**config.mk**
```make
export PLATFORM = sky130hd
export DESIGN_NAME = lid_decoder
export DESIGN_NICKNAME = d
export VERILOG_FILES = /design/src/rtl/lid_pkg.sv /design/src/rtl/lid_size_decode.sv /design/src/rtl/lid_elem_build.sv /design/src/rtl/lid_out_stage.sv /design/src/rtl/lid_decoder.sv
export SDC_FILE = /design/constraint.sdc
export NUM_CORES = 1
export LEC_CHECK = 0
export ABC_AREA = 1
export BUFFER_PORTS_ARGS = -buffer_cell sky130_fd_sc_hd__buf_2
export CELL_PAD_IN_SITES_DETAIL_PLACEMENT = 2
export CELL_PAD_IN_SITES_GLOBAL_PLACEMENT = 2
export CORE_MARGIN = 2
export CORE_UTILIZATION = 32
export CTS_CLUSTER_SIZE = 8
export DETAILED_ROUTE_END_ITERATION = 12
export GPL_TIMING_DRIVEN = 1
export PLACE_DENSITY_LB_ADDON = 0.05
export REMOVE_ABC_BUFFERS = 1
export SETUP_SLACK_MARGIN = 0.5
export SLEW_MARGIN = 5
export SYNTH_ARGS = -nofsm -noshare
export SYNTH_HDL_FRONTEND = slang
export SYNTH_SLANG_ARGS = --single-unit
```
**constraint.sdc**
```tcl
create_clock -name clk -period 5.02 [get_ports clk]
set_input_delay 0.251 -clock clk [delete_from_list [all_inputs] [get_ports clk]]
set_output_delay 0.251 -clock clk [all_outputs]
set_load 0.03 [all_outputs]
```
**src/rtl/lid_pkg.sv**
```systemverilog
package lid_pkg;
    localparam int unsigned IMM_W     = 64;
    localparam int unsigned FLD_W     = 6;
    localparam int unsigned LG_W      = $clog2(FLD_W + 1);
    localparam int unsigned NUM_SIZES = FLD_W;

    typedef struct packed {
        logic              reserved;
        logic [LG_W-1:0]   lg_size;
        logic [FLD_W-1:0]  len_m1;
        logic [FLD_W-1:0]  rot;
    } lid_fields_t;

    // level mask for an element of 2^lg bits, i.e. 2^lg - 1
    function automatic logic [FLD_W-1:0] lvl_mask(input logic [LG_W-1:0] lg);
        logic [FLD_W:0] full;
        full = (FLD_W+1)'(1) << lg;
        full = full - (FLD_W+1)'(1);
        return full[FLD_W-1:0];
    endfunction
endpackage

```
**src/rtl/lid_size_decode.sv**
```systemverilog
module lid_size_decode
    import lid_pkg::*;
(
    input  logic             wide_i,
    input  logic [FLD_W-1:0] rot_i,
    input  logic [FLD_W-1:0] size_i,
    output lid_fields_t      fields_o
);
    logic [FLD_W:0]   sel_vec;
    logic [LG_W-1:0]  hb;
    logic             found;
    logic [FLD_W-1:0] lvl;

    always_comb begin
        sel_vec = {wide_i, ~size_i};
        hb      = '0;
        found   = 1'b0;
        for (int b = 0; b <= FLD_W; b++) begin
            if (sel_vec[b]) begin
                hb    = LG_W'(b);
                found = 1'b1;
            end
        end
        lvl = lvl_mask(hb);
        fields_o.lg_size  = hb;
        fields_o.len_m1   = size_i & lvl;
        fields_o.rot      = rot_i & lvl;
        fields_o.reserved = !found || (hb == '0) || ((size_i & lvl) == lvl);
    end

    always_comb begin
        if (wide_i) begin
            assert (fields_o.lg_size == LG_W'(FLD_W));
        end
    end
endmodule

```
**src/rtl/lid_elem_build.sv**
```systemverilog
module lid_elem_build
    import lid_pkg::*;
(
    input  logic [LG_W-1:0]  lg_i,
    input  logic [FLD_W-1:0] len_m1_i,
    input  logic [FLD_W-1:0] rot_i,
    output logic [IMM_W-1:0] pattern_o
);
    logic [IMM_W-1:0] cand [NUM_SIZES];

    for (genvar k = 1; k <= NUM_SIZES; k++) begin : g_size
        localparam int unsigned ES = 1 << k;
        logic [k:0]    run_len;
        logic [ES-1:0] run;
        logic [ES-1:0] rotd;
        logic [k:0]    back;

        always_comb begin
            run_len = {1'b0, len_m1_i[k-1:0]} + (k+1)'(1);
            run     = ~({ES{1'b1}} << run_len);
            back    = (k+1)'(ES) - {1'b0, rot_i[k-1:0]};
            rotd    = (run >> rot_i[k-1:0]) | (run << back);
            cand[k-1] = {(IMM_W/ES){rotd}};
        end
    end

    always_comb begin
        pattern_o = '0;
        for (int s = 0; s < NUM_SIZES; s++) begin
            if (lg_i == LG_W'(s + 1)) pattern_o = cand[s];
        end
    end
endmodule

```
**src/rtl/lid_out_stage.sv**
```systemverilog
module lid_out_stage
    import lid_pkg::*;
(
    input  logic             clk,
    input  logic             rst,
    input  logic             in_vld_i,
    input  logic             reserved_i,
    input  logic [IMM_W-1:0] pattern_i,
    output logic             vld_o,
    output logic [IMM_W-1:0] mask_o,
    output logic             invalid_o
);
    always_ff @(posedge clk) begin
        if (rst) begin
            vld_o     <= 1'b0;
            mask_o    <= '0;
            invalid_o <= 1'b0;
        end else begin
            vld_o <= in_vld_i;
            if (in_vld_i) begin
                invalid_o <= reserved_i;
                mask_o    <= reserved_i ? '0 : pattern_i;
            end
        end
    end

    AST_ONE_CYCLE: assert property (@(posedge clk) disable iff (rst)
        !$past(rst) |-> (vld_o == $past(in_vld_i)));
    AST_HOLD_IDLE: assert property (@(posedge clk) disable iff (rst)
        (!$past(rst) && !$past(in_vld_i)) |-> ($stable(mask_o) && $stable(invalid_o)));
    AST_INVALID_ZERO: assert property (@(posedge clk) disable iff (rst)
        invalid_o |-> (mask_o == '0));
    AST_NO_TRIVIAL: assert property (@(posedge clk) disable iff (rst)
        (vld_o && !invalid_o) |-> ((mask_o != '0) && (mask_o != '1)));
endmodule

```
**src/rtl/lid_decoder.sv**
```systemverilog
module lid_decoder
    import lid_pkg::*;
(
    input  logic             clk,
    input  logic             rst,
    input  logic             in_vld_i,
    input  logic             wide_i,
    input  logic [5:0]       rot_i,
    input  logic [5:0]       size_i,
    output logic             vld_o,
    output logic [63:0]      mask_o,
    output logic             invalid_o
);
    lid_fields_t      fields;
    logic [IMM_W-1:0] pattern;

    lid_size_decode u_size (
        .wide_i   (wide_i),
        .rot_i    (rot_i),
        .size_i   (size_i),
        .fields_o (fields)
    );

    lid_elem_build u_elem (
        .lg_i      (fields.lg_size),
        .len_m1_i  (fields.len_m1),
        .rot_i     (fields.rot),
        .pattern_o (pattern)
    );

    lid_out_stage u_out (
        .clk        (clk),
        .rst        (rst),
        .in_vld_i   (in_vld_i),
        .reserved_i (fields.reserved),
        .pattern_i  (pattern),
        .vld_o      (vld_o),
        .mask_o     (mask_o),
        .invalid_o  (invalid_o)
    );

    AST_RESET_CLEAR: assert property (@(posedge clk)
        $past(rst) |-> (!vld_o && !invalid_o && (mask_o == '0)));
endmodule

```
==> reports/metrics.csv, run 1 <==
stage;metric;value;unit
sta;worstMarginPinSlew;0.940;ns
drt;avgRoutedWirePerCell;29.8;µm
yosys;synth_area_per_cell;4.86;µm²
clocking;numClockSinks;66;
hold_path;hold_path_class;in2reg;
drt;final_antenna_net_count;0;
floorplanning;rows;85;
worst_setup_path;r2r_cells;2;
yosys;synthCells;3561;
power_and_ir_drop;max-vdd-ir-drop;0.000261;V
floorplanning;fp.coreArea;0.0536;mm²
clocking;ctsHtreeMaxLevel;3;
sta;whs;0.216;ns
worst_setup_path;crit_path_start;size_i[2];
grt;overflow;0;
worst_setup_path;r2r_slack;4.29;ns
hold_path;holdPathStages;3;
placement;io_buffers;81;
grt;grt.total_usage;43.0;%
placement;dpl.hpwl;94300;µm
final_layout;nNetsFinal;3539;
drt;vias;27700;
sta;slew_headroom;37.3;%
power_and_ir_drop;p_per_area;245;mW/mm²
final_layout;area_growth;11.8;%
clocking;clockBufferDepth;2;
clocking;insertion_delay;0.39;ns
final_layout;design_area;0.0194;mm²
floorplanning;fp.dieW;237;µm
yosys;syn_area;0.0173;mm²
sta;fmax;221;MHz
sta;drv_slew;0;
yosys;async_flop_share;0;%
hold_path;min_from;in_vld_i;
sta;layout_min_cycle_time;4.53;ns
sta;grt_setup_unrepaired;yes;
final_layout;drive_above_1_share;11.5;%
sta;fin_crit_sh;90.2;%
sta;finalHoldViolCount;0;
worst_setup_path;cp_common_cell;nand2_1;
yosys;synth.distinct_cells;44;
clocking;clkSlewWorstSetupHoldPaths;0.06;ns
worst_setup_path;cp-end-kind;flip-flop;
yosys;synth-edff-count;0;
grt;first_global_vias;28000;
worst_setup_path;critPathSlowestCell;nor2_2;
worst_setup_path;r2r-end;u_out.mask_o[36]$_SDFFE_PP0P_;
floorplanning;start_util;32.3;%
yosys;seq_area_frac_synth;7.64;%
worst_setup_path;cp.required;5.33;ns
worst_setup_path;r2r-start;u_out.mask_o[36]$_SDFFE_PP0P_;
grt;antenna_found_initial;4;
worst_setup_path;path_max_fanout;13;
sta;fin_setup_tns;0;ns
sta;setup_slack;0.493;ns
grt;grt_max_degree;118;
clocking;numCtsBuffers;9;
floorplanning;dieArea;0.0560;mm²
grt;grt_pass1_wl;183000;µm
power_and_ir_drop;power_leakage;9.43;nW
worst_setup_path;worstSetupStartpointType;input pin;
power_and_ir_drop;p_total;4.74;mW
worst_setup_path;criticalPathCategory;in2reg;
drt;drt_drc_violations_left;0;
clocking;cts_tree;done;
drt;first_pass_iters;5;
yosys;postSynthRegisterBits;66;
floorplanning;ios;82;
drt;drt-initial-drc-count;3130;
worst_setup_path;arrival;4.84;ns
run;cap_viol_max_count;0;
placement;dp_slack;-0.0655;ns
clocking;root_buffer;clkbuf_16;
placement;place.gp.congestion;1.01;
run_status;status;complete, no violations;
hold_path;min_to;u_out.invalid_o$_SDFFE_PP0P_;
sta;clock_skew;0;ns
sta;setup_violations;0;
drt;wirelength;126000;µm
drt;routed_via_density;6.56;
worst_setup_path;max_stage_delay;0.37;ns
floorplanning;die_h;237;µm
placement;postPlaceCellArea;0.0184;mm²
yosys;ys.flop_type;dfxtp_1;
yosys;synth_warnings;0;
==> how the worst max path moves through the flow <==
stage / to / slack [ns] / cells past startpoint
after global placement: u_out.mask_o[50]$_SDFFE_PP0P_ / 0.13 / 28
after CTS: u_out.mask_o[54]$_SDFFE_PP0P_ / 0.49 / 28
after detailed placement: u_out.mask_o[30]$_SDFFE_PP0P_ / -0.07 / 27
after floorplan: u_out.mask_o[41]$_SDFFE_PP0P_ / -3.68 / 14
after global routing: u_out.mask_o[1]$_SDFFE_PP0P_ / 0.30 / 29
final: u_out.mask_o[1]$_SDFFE_PP0P_ / 0.49 / 29
==> power by group <==
group | switching [mW] | internal (mW) | leakage (nW) | total [mW]
clock network | 0.276 | 0.403 | 0.147 | 0.679
logic | 2.59 | 0.879 | 8.74 | 3.47
registers | 0.0230 | 0.571 | 0.544 | 0.594
total | 2.89 | 1.85 | 9.43 | 4.74
==> cell usage after synthesis (14+ instances only) <==
library cell | instances | area [µm²]
a21oi_1 | 145 | 726
buf_1 | 72 | 270
buf_2 | 60 | 300
clkbuf_1 | 124 | 465
dfxtp_1 | 66 | 1320
inv_1 | 105 | 394
inv_2 | 14 | 52.6
nand2_1 | 1224 | 4590
nand2_2 | 17 | 106
nand3_1 | 1353 | 6770
nand3b_1 | 23 | 173
nand4_1 | 43 | 269
nor2_1 | 112 | 420
o211ai_1 | 25 | 188
o21ai_0 | 69 | 345
o21ai_1 | 21 | 105
==> sequential cells by signal, indices dropped and copies added, names as in the netlist <==
name and cells:
u_out.mask_o 64, u_out.invalid_o 1, u_out.vld_o 1
==> kinds of logic (layout without fill, tap and decap cells) <==
| logic type | Yosys count | after routing | synth area share [%] |
|---|---|---|---|
| buf+inv | 392 | 349 | 9.38 |
| other cells | 0 | 3 | 0 |
| fa+ha+maj | 6 | 6 | 0.434 |
| flops | 66 | 66 | 7.64 |
| compound gates | 280 | 280 | 8.75 |
| simple gates | 2816 | 2818 | 73.6 |
| xor+xnor | 1 | 1 | 0.159 |
==> through the flow <==
| step | utilization, % | instances |
|---|---|---|
| 2_1_floorplan | - | 3292 |
| 3_3_place_gp | 34.3 | 4181 |
| 3_5_place_dp | 34.3 | 4181 |
| 4_1_cts | 34.9 | 4195 |
| 5_1_grt | 36.1 | 4216 |
| 6_report | 36.1 | 4219 |
==> worst max-delay path: cells and delay by family <==
family / cells / cell delay (ns)
adder cells (fa/ha/maj): 1 / 0.32
AND/OR/NAND/NOR: 22 / 3.28
AO/OA/AOI/OAI: 1 / 0.10
buffers and inverters: 5 / 0.86
==> placed cells by master (no fill, tap or decap), types with 2 or more instances in the layout <==
cell,instances
nand3_1,1322
diode_2,3
buf_6,4
o21ai_2,2
o211ai_1,25
clkinv_2,6
buf_12,7
dfxtp_1,66
a21oi_1,141
o31ai_1,7
clkinv_1,5
nand4_1,43
o21ai_1,21
nand3_2,35
clkbuf_16,9
nand2_1,1184
a21oi_2,5
inv_2,14
nand3b_1,23
clkbuf_8,2
inv_1,97
o21ai_0,67
nor2_8,2
nor2_2,23
nand3_4,5
buf_2,80
and2_1,2
nand2_2,44
nor3_1,5
inv_4,3
nor2_1,90
ha_1,5
nand2_4,15
a31oi_1,4
nor2_4,22
buf_4,119
==> routing by layer <==
layer	vias up	track usage, %	wire length (µm)
li1	12100	-	-
met5	-	0	13
met2	1388	65.3	53600
met3	338	7.27	10400
met1	13900	56.7	53400
met4	2	26.4	8380
==> timing repair <==
item	in CTS	in global routing
buffers inserted	0	19
hold buffers	0	0
cloned	0	2
pin swaps	0	8
resized for setup	7	120
endpoints found under the setup margin	60	64
==> layout make-up <==
class	instances	area (µm²)
Inverter	123	474
Antenna cell	3	7.51
Clock buffer	11	253
Sequential cell	66	1320
Multi-Input combinational cell	3105	14900
Fill cell	7117	34200
Timing Repair Buffer	212	1500
Clock inverter	3	40.0
Tap cell	696	871
No activity file was read; power rests on OpenSTA's default activity.
==> run 2, diff against run 1 <==
- CORE_MARGIN: 2 -> 4
==> run 2 against run 1 <==
Sequential power about the same; final area shrank 1.4%; routed wire length grew 0.29%; critical endpoint is now u_out.mask_o[47]$_SDFFE_PP0P_.
==> reports/metrics.csv, run 2 (same netlist as run 1, synthesis figures left out) <==
stage;metric;value;unit
grt;grt_pass1_wl;185000;µm
clocking;clkSlewWorstSetupHoldPaths;0.07;ns
worst_setup_path;r2r-start;u_out.mask_o[58]$_SDFFE_PP0P_;
sta;slew_headroom;15.9;%
final_layout;nNetsFinal;3513;
final_layout;largest_reg_flops;64;
placement;dp.cells;4159;
worst_setup_path;max_stage_delay;0.35;ns
sta;finalHoldViolCount;0;
hold_path;holdPathStages;3;
worst_setup_path;critPathBufInv;7;
floorplanning;rows;84;
worst_setup_path;r2r-end;u_out.mask_o[58]$_SDFFE_PP0P_;
sta;fin_setup_tns;0;ns
sta;whs;0.229;ns
worst_setup_path;cp-end-kind;flip-flop;
sta;clock_skew;0;ns
hold_path;hold_path_class;in2reg;
final_layout;largest_register;u_out.mask_o;
drt;drt-initial-drc-count;3451;
final_layout;reg.largest.list;u_out.mask_o (64), u_out.invalid_o (1), u_out.vld_o (1);
power_and_ir_drop;power_leakage;9.28;nW
drt;wirelength;126000;µm
floorplanning;fp.coreArea;0.0531;mm²
floorplanning;fp.dieW;241;µm
grt;overflow;0;
power_and_ir_drop;max-vdd-ir-drop;0.000224;V
floorplanning;ios;82;
worst_setup_path;worstSetupStartpointType;input pin;
worst_setup_path;criticalPathCategory;in2reg;
clocking;cts_tree;done;
drt;avgRoutedWirePerCell;30.1;µm
sta;worstMarginPinSlew;1.26;ns
drt;first_pass_iters;5;
grt;grt_max_degree;122;
worst_setup_path;r2r_slack;4.27;ns
run_status;status;complete, no violations;
floorplanning;die_h;241;µm
drt;drt_drc_violations_left;0;
clocking;cts_hold_buffers;0;
placement;place.gp.congestion;1.03;
drt;final_antenna_net_count;0;
drt;routed_via_density;6.69;
grt;grt.total_usage;41.8;%
clocking;numClockSinks;66;
sta;grt_setup_unrepaired;yes;
grt;first_global_vias;28600;
worst_setup_path;arrival;4.61;ns
clocking;ctsHtreeMaxLevel;3;
final_layout;drive_above_1_share;10.6;%
sta;fin_crit_sh;87.3;%
hold_path;min_from;in_vld_i;
floorplanning;dieArea;0.0579;mm²
worst_setup_path;cp_common_cell;nand2_1;
placement;io_buffers;81;
clocking;numCtsBuffers;9;
sta;fmax;228;MHz
sta;setup_violations;0;
final_layout;antenna_cells;0;
hold_path;min_to;u_out.invalid_o$_SDFFE_PP0P_;
drt;vias;28000;
final_layout;layout_commonest_cell;nand3_1;
worst_setup_path;path_max_fanout;25;
floorplanning;start_util;32.6;%
clocking;root_buffer;clkbuf_16;
power_and_ir_drop;p_per_area;252;mW/mm²
final_layout;most-common-layout-cells;nand3_1, nand2_1, a21oi_1, buf_4, nor2_1;
final_layout;fin_cells;4184;
worst_setup_path;cp.required;5.24;ns
worst_setup_path;r2r_cells;2;
clocking;insertion_delay;0.37;ns
sta;drv_slew;0;
worst_setup_path;crit_family;simple AND/OR/NAND/NOR gates;
sta;layout_min_cycle_time;4.38;ns
placement;dpl.hpwl;93500;µm
worst_setup_path;critPathSlowestCell;ha_1;
grt;antenna_found_initial;3;
clocking;clockBufferDepth;2;
power_and_ir_drop;p_total;4.81;mW
final_layout;area_growth;10.3;%
run;cap_viol_max_count;0;
[run 2: cell types whose count changed in the layout (fill, tap and decap cells not counted), moves of 3 or more]
cell,previous run,this run
buf_4,119,97
nand3_1,1322,1335
nand3_2,35,22
nor2_1,90,96
inv_1,97,92
nor2_2,23,18
inv_2,14,18
a21oi_1,141,138
a21oi_2,5,8
clkinvlp_4,0,3
diode_2,3,0
[run 2: stage by stage]
step                      setup WS, ns  cell area (µm²)  util [%]
after CTS                        0.495            18700      35.2
after global routing             0.396            19100      36.0
after floorplan                  -3.68            16100         -
after global placement           0.189            18300      34.4
final                            0.635            19100      36.0
after detailed placement        -0.136            18300      34.4
[run 2: power breakdown]
group / leakage, nW / switching [mW] / internal (mW)
combinational: 8.57 / 2.56 / 0.850
clock: 0.169 / 0.316 / 0.486
sequential: 0.544 / 0.0256 / 0.571
total: 9.28 / 2.90 / 1.91
[run 2: worst max-delay path by stage]
stage                     startpoint                            end  cells past startpoint
final                      size_i[2]  u_out.mask_o[47]$_SDFFE_PP0P_                     29
after global routing       size_i[1]  u_out.mask_o[50]$_SDFFE_PP0P_                     32
after global placement     size_i[2]  u_out.mask_o[37]$_SDFFE_PP0P_                     28
after floorplan               wide_i  u_out.mask_o[41]$_SDFFE_PP0P_                     14
after detailed placement   size_i[2]  u_out.mask_o[16]$_SDFFE_PP0P_                     29
after CTS                  size_i[2]  u_out.mask_o[53]$_SDFFE_PP0P_                     28
[run 2: layout make-up]
cell class / count / area [µm²]
fill: 7091 / 34000
multi-input combinational: 3104 / 14800
sequential: 66 / 1320
timing repair buffer: 187 / 1280
tap: 688 / 861
inverter: 123 / 485
clock buffer: 9 / 225
clock inverter: 7 / 118
[run 2: metal layers]
layer / vias up / global-route usage (%) / wire, µm
li1: 12000 / - / -
met1: 14000 / 56.0 / 51700
met2: 1621 / 63.5 / 53600
met3: 363 / 8.79 / 12900
met4: 2 / 21.6 / 7930
met5: - / 0 / 13
[run 2: what timing repair did]
action,in CTS,in global routing
buffers inserted,0,8
endpoints found under the setup margin,61,64
cloned,0,1
gates resized for setup,19,94
pin swaps,1,4
[run 2: worst reg2reg max path: stages, from the launching register on]
cell	delay (ns)
dfxtp_1	0.41
nand2_1	0.08
a21oi_1	0.19
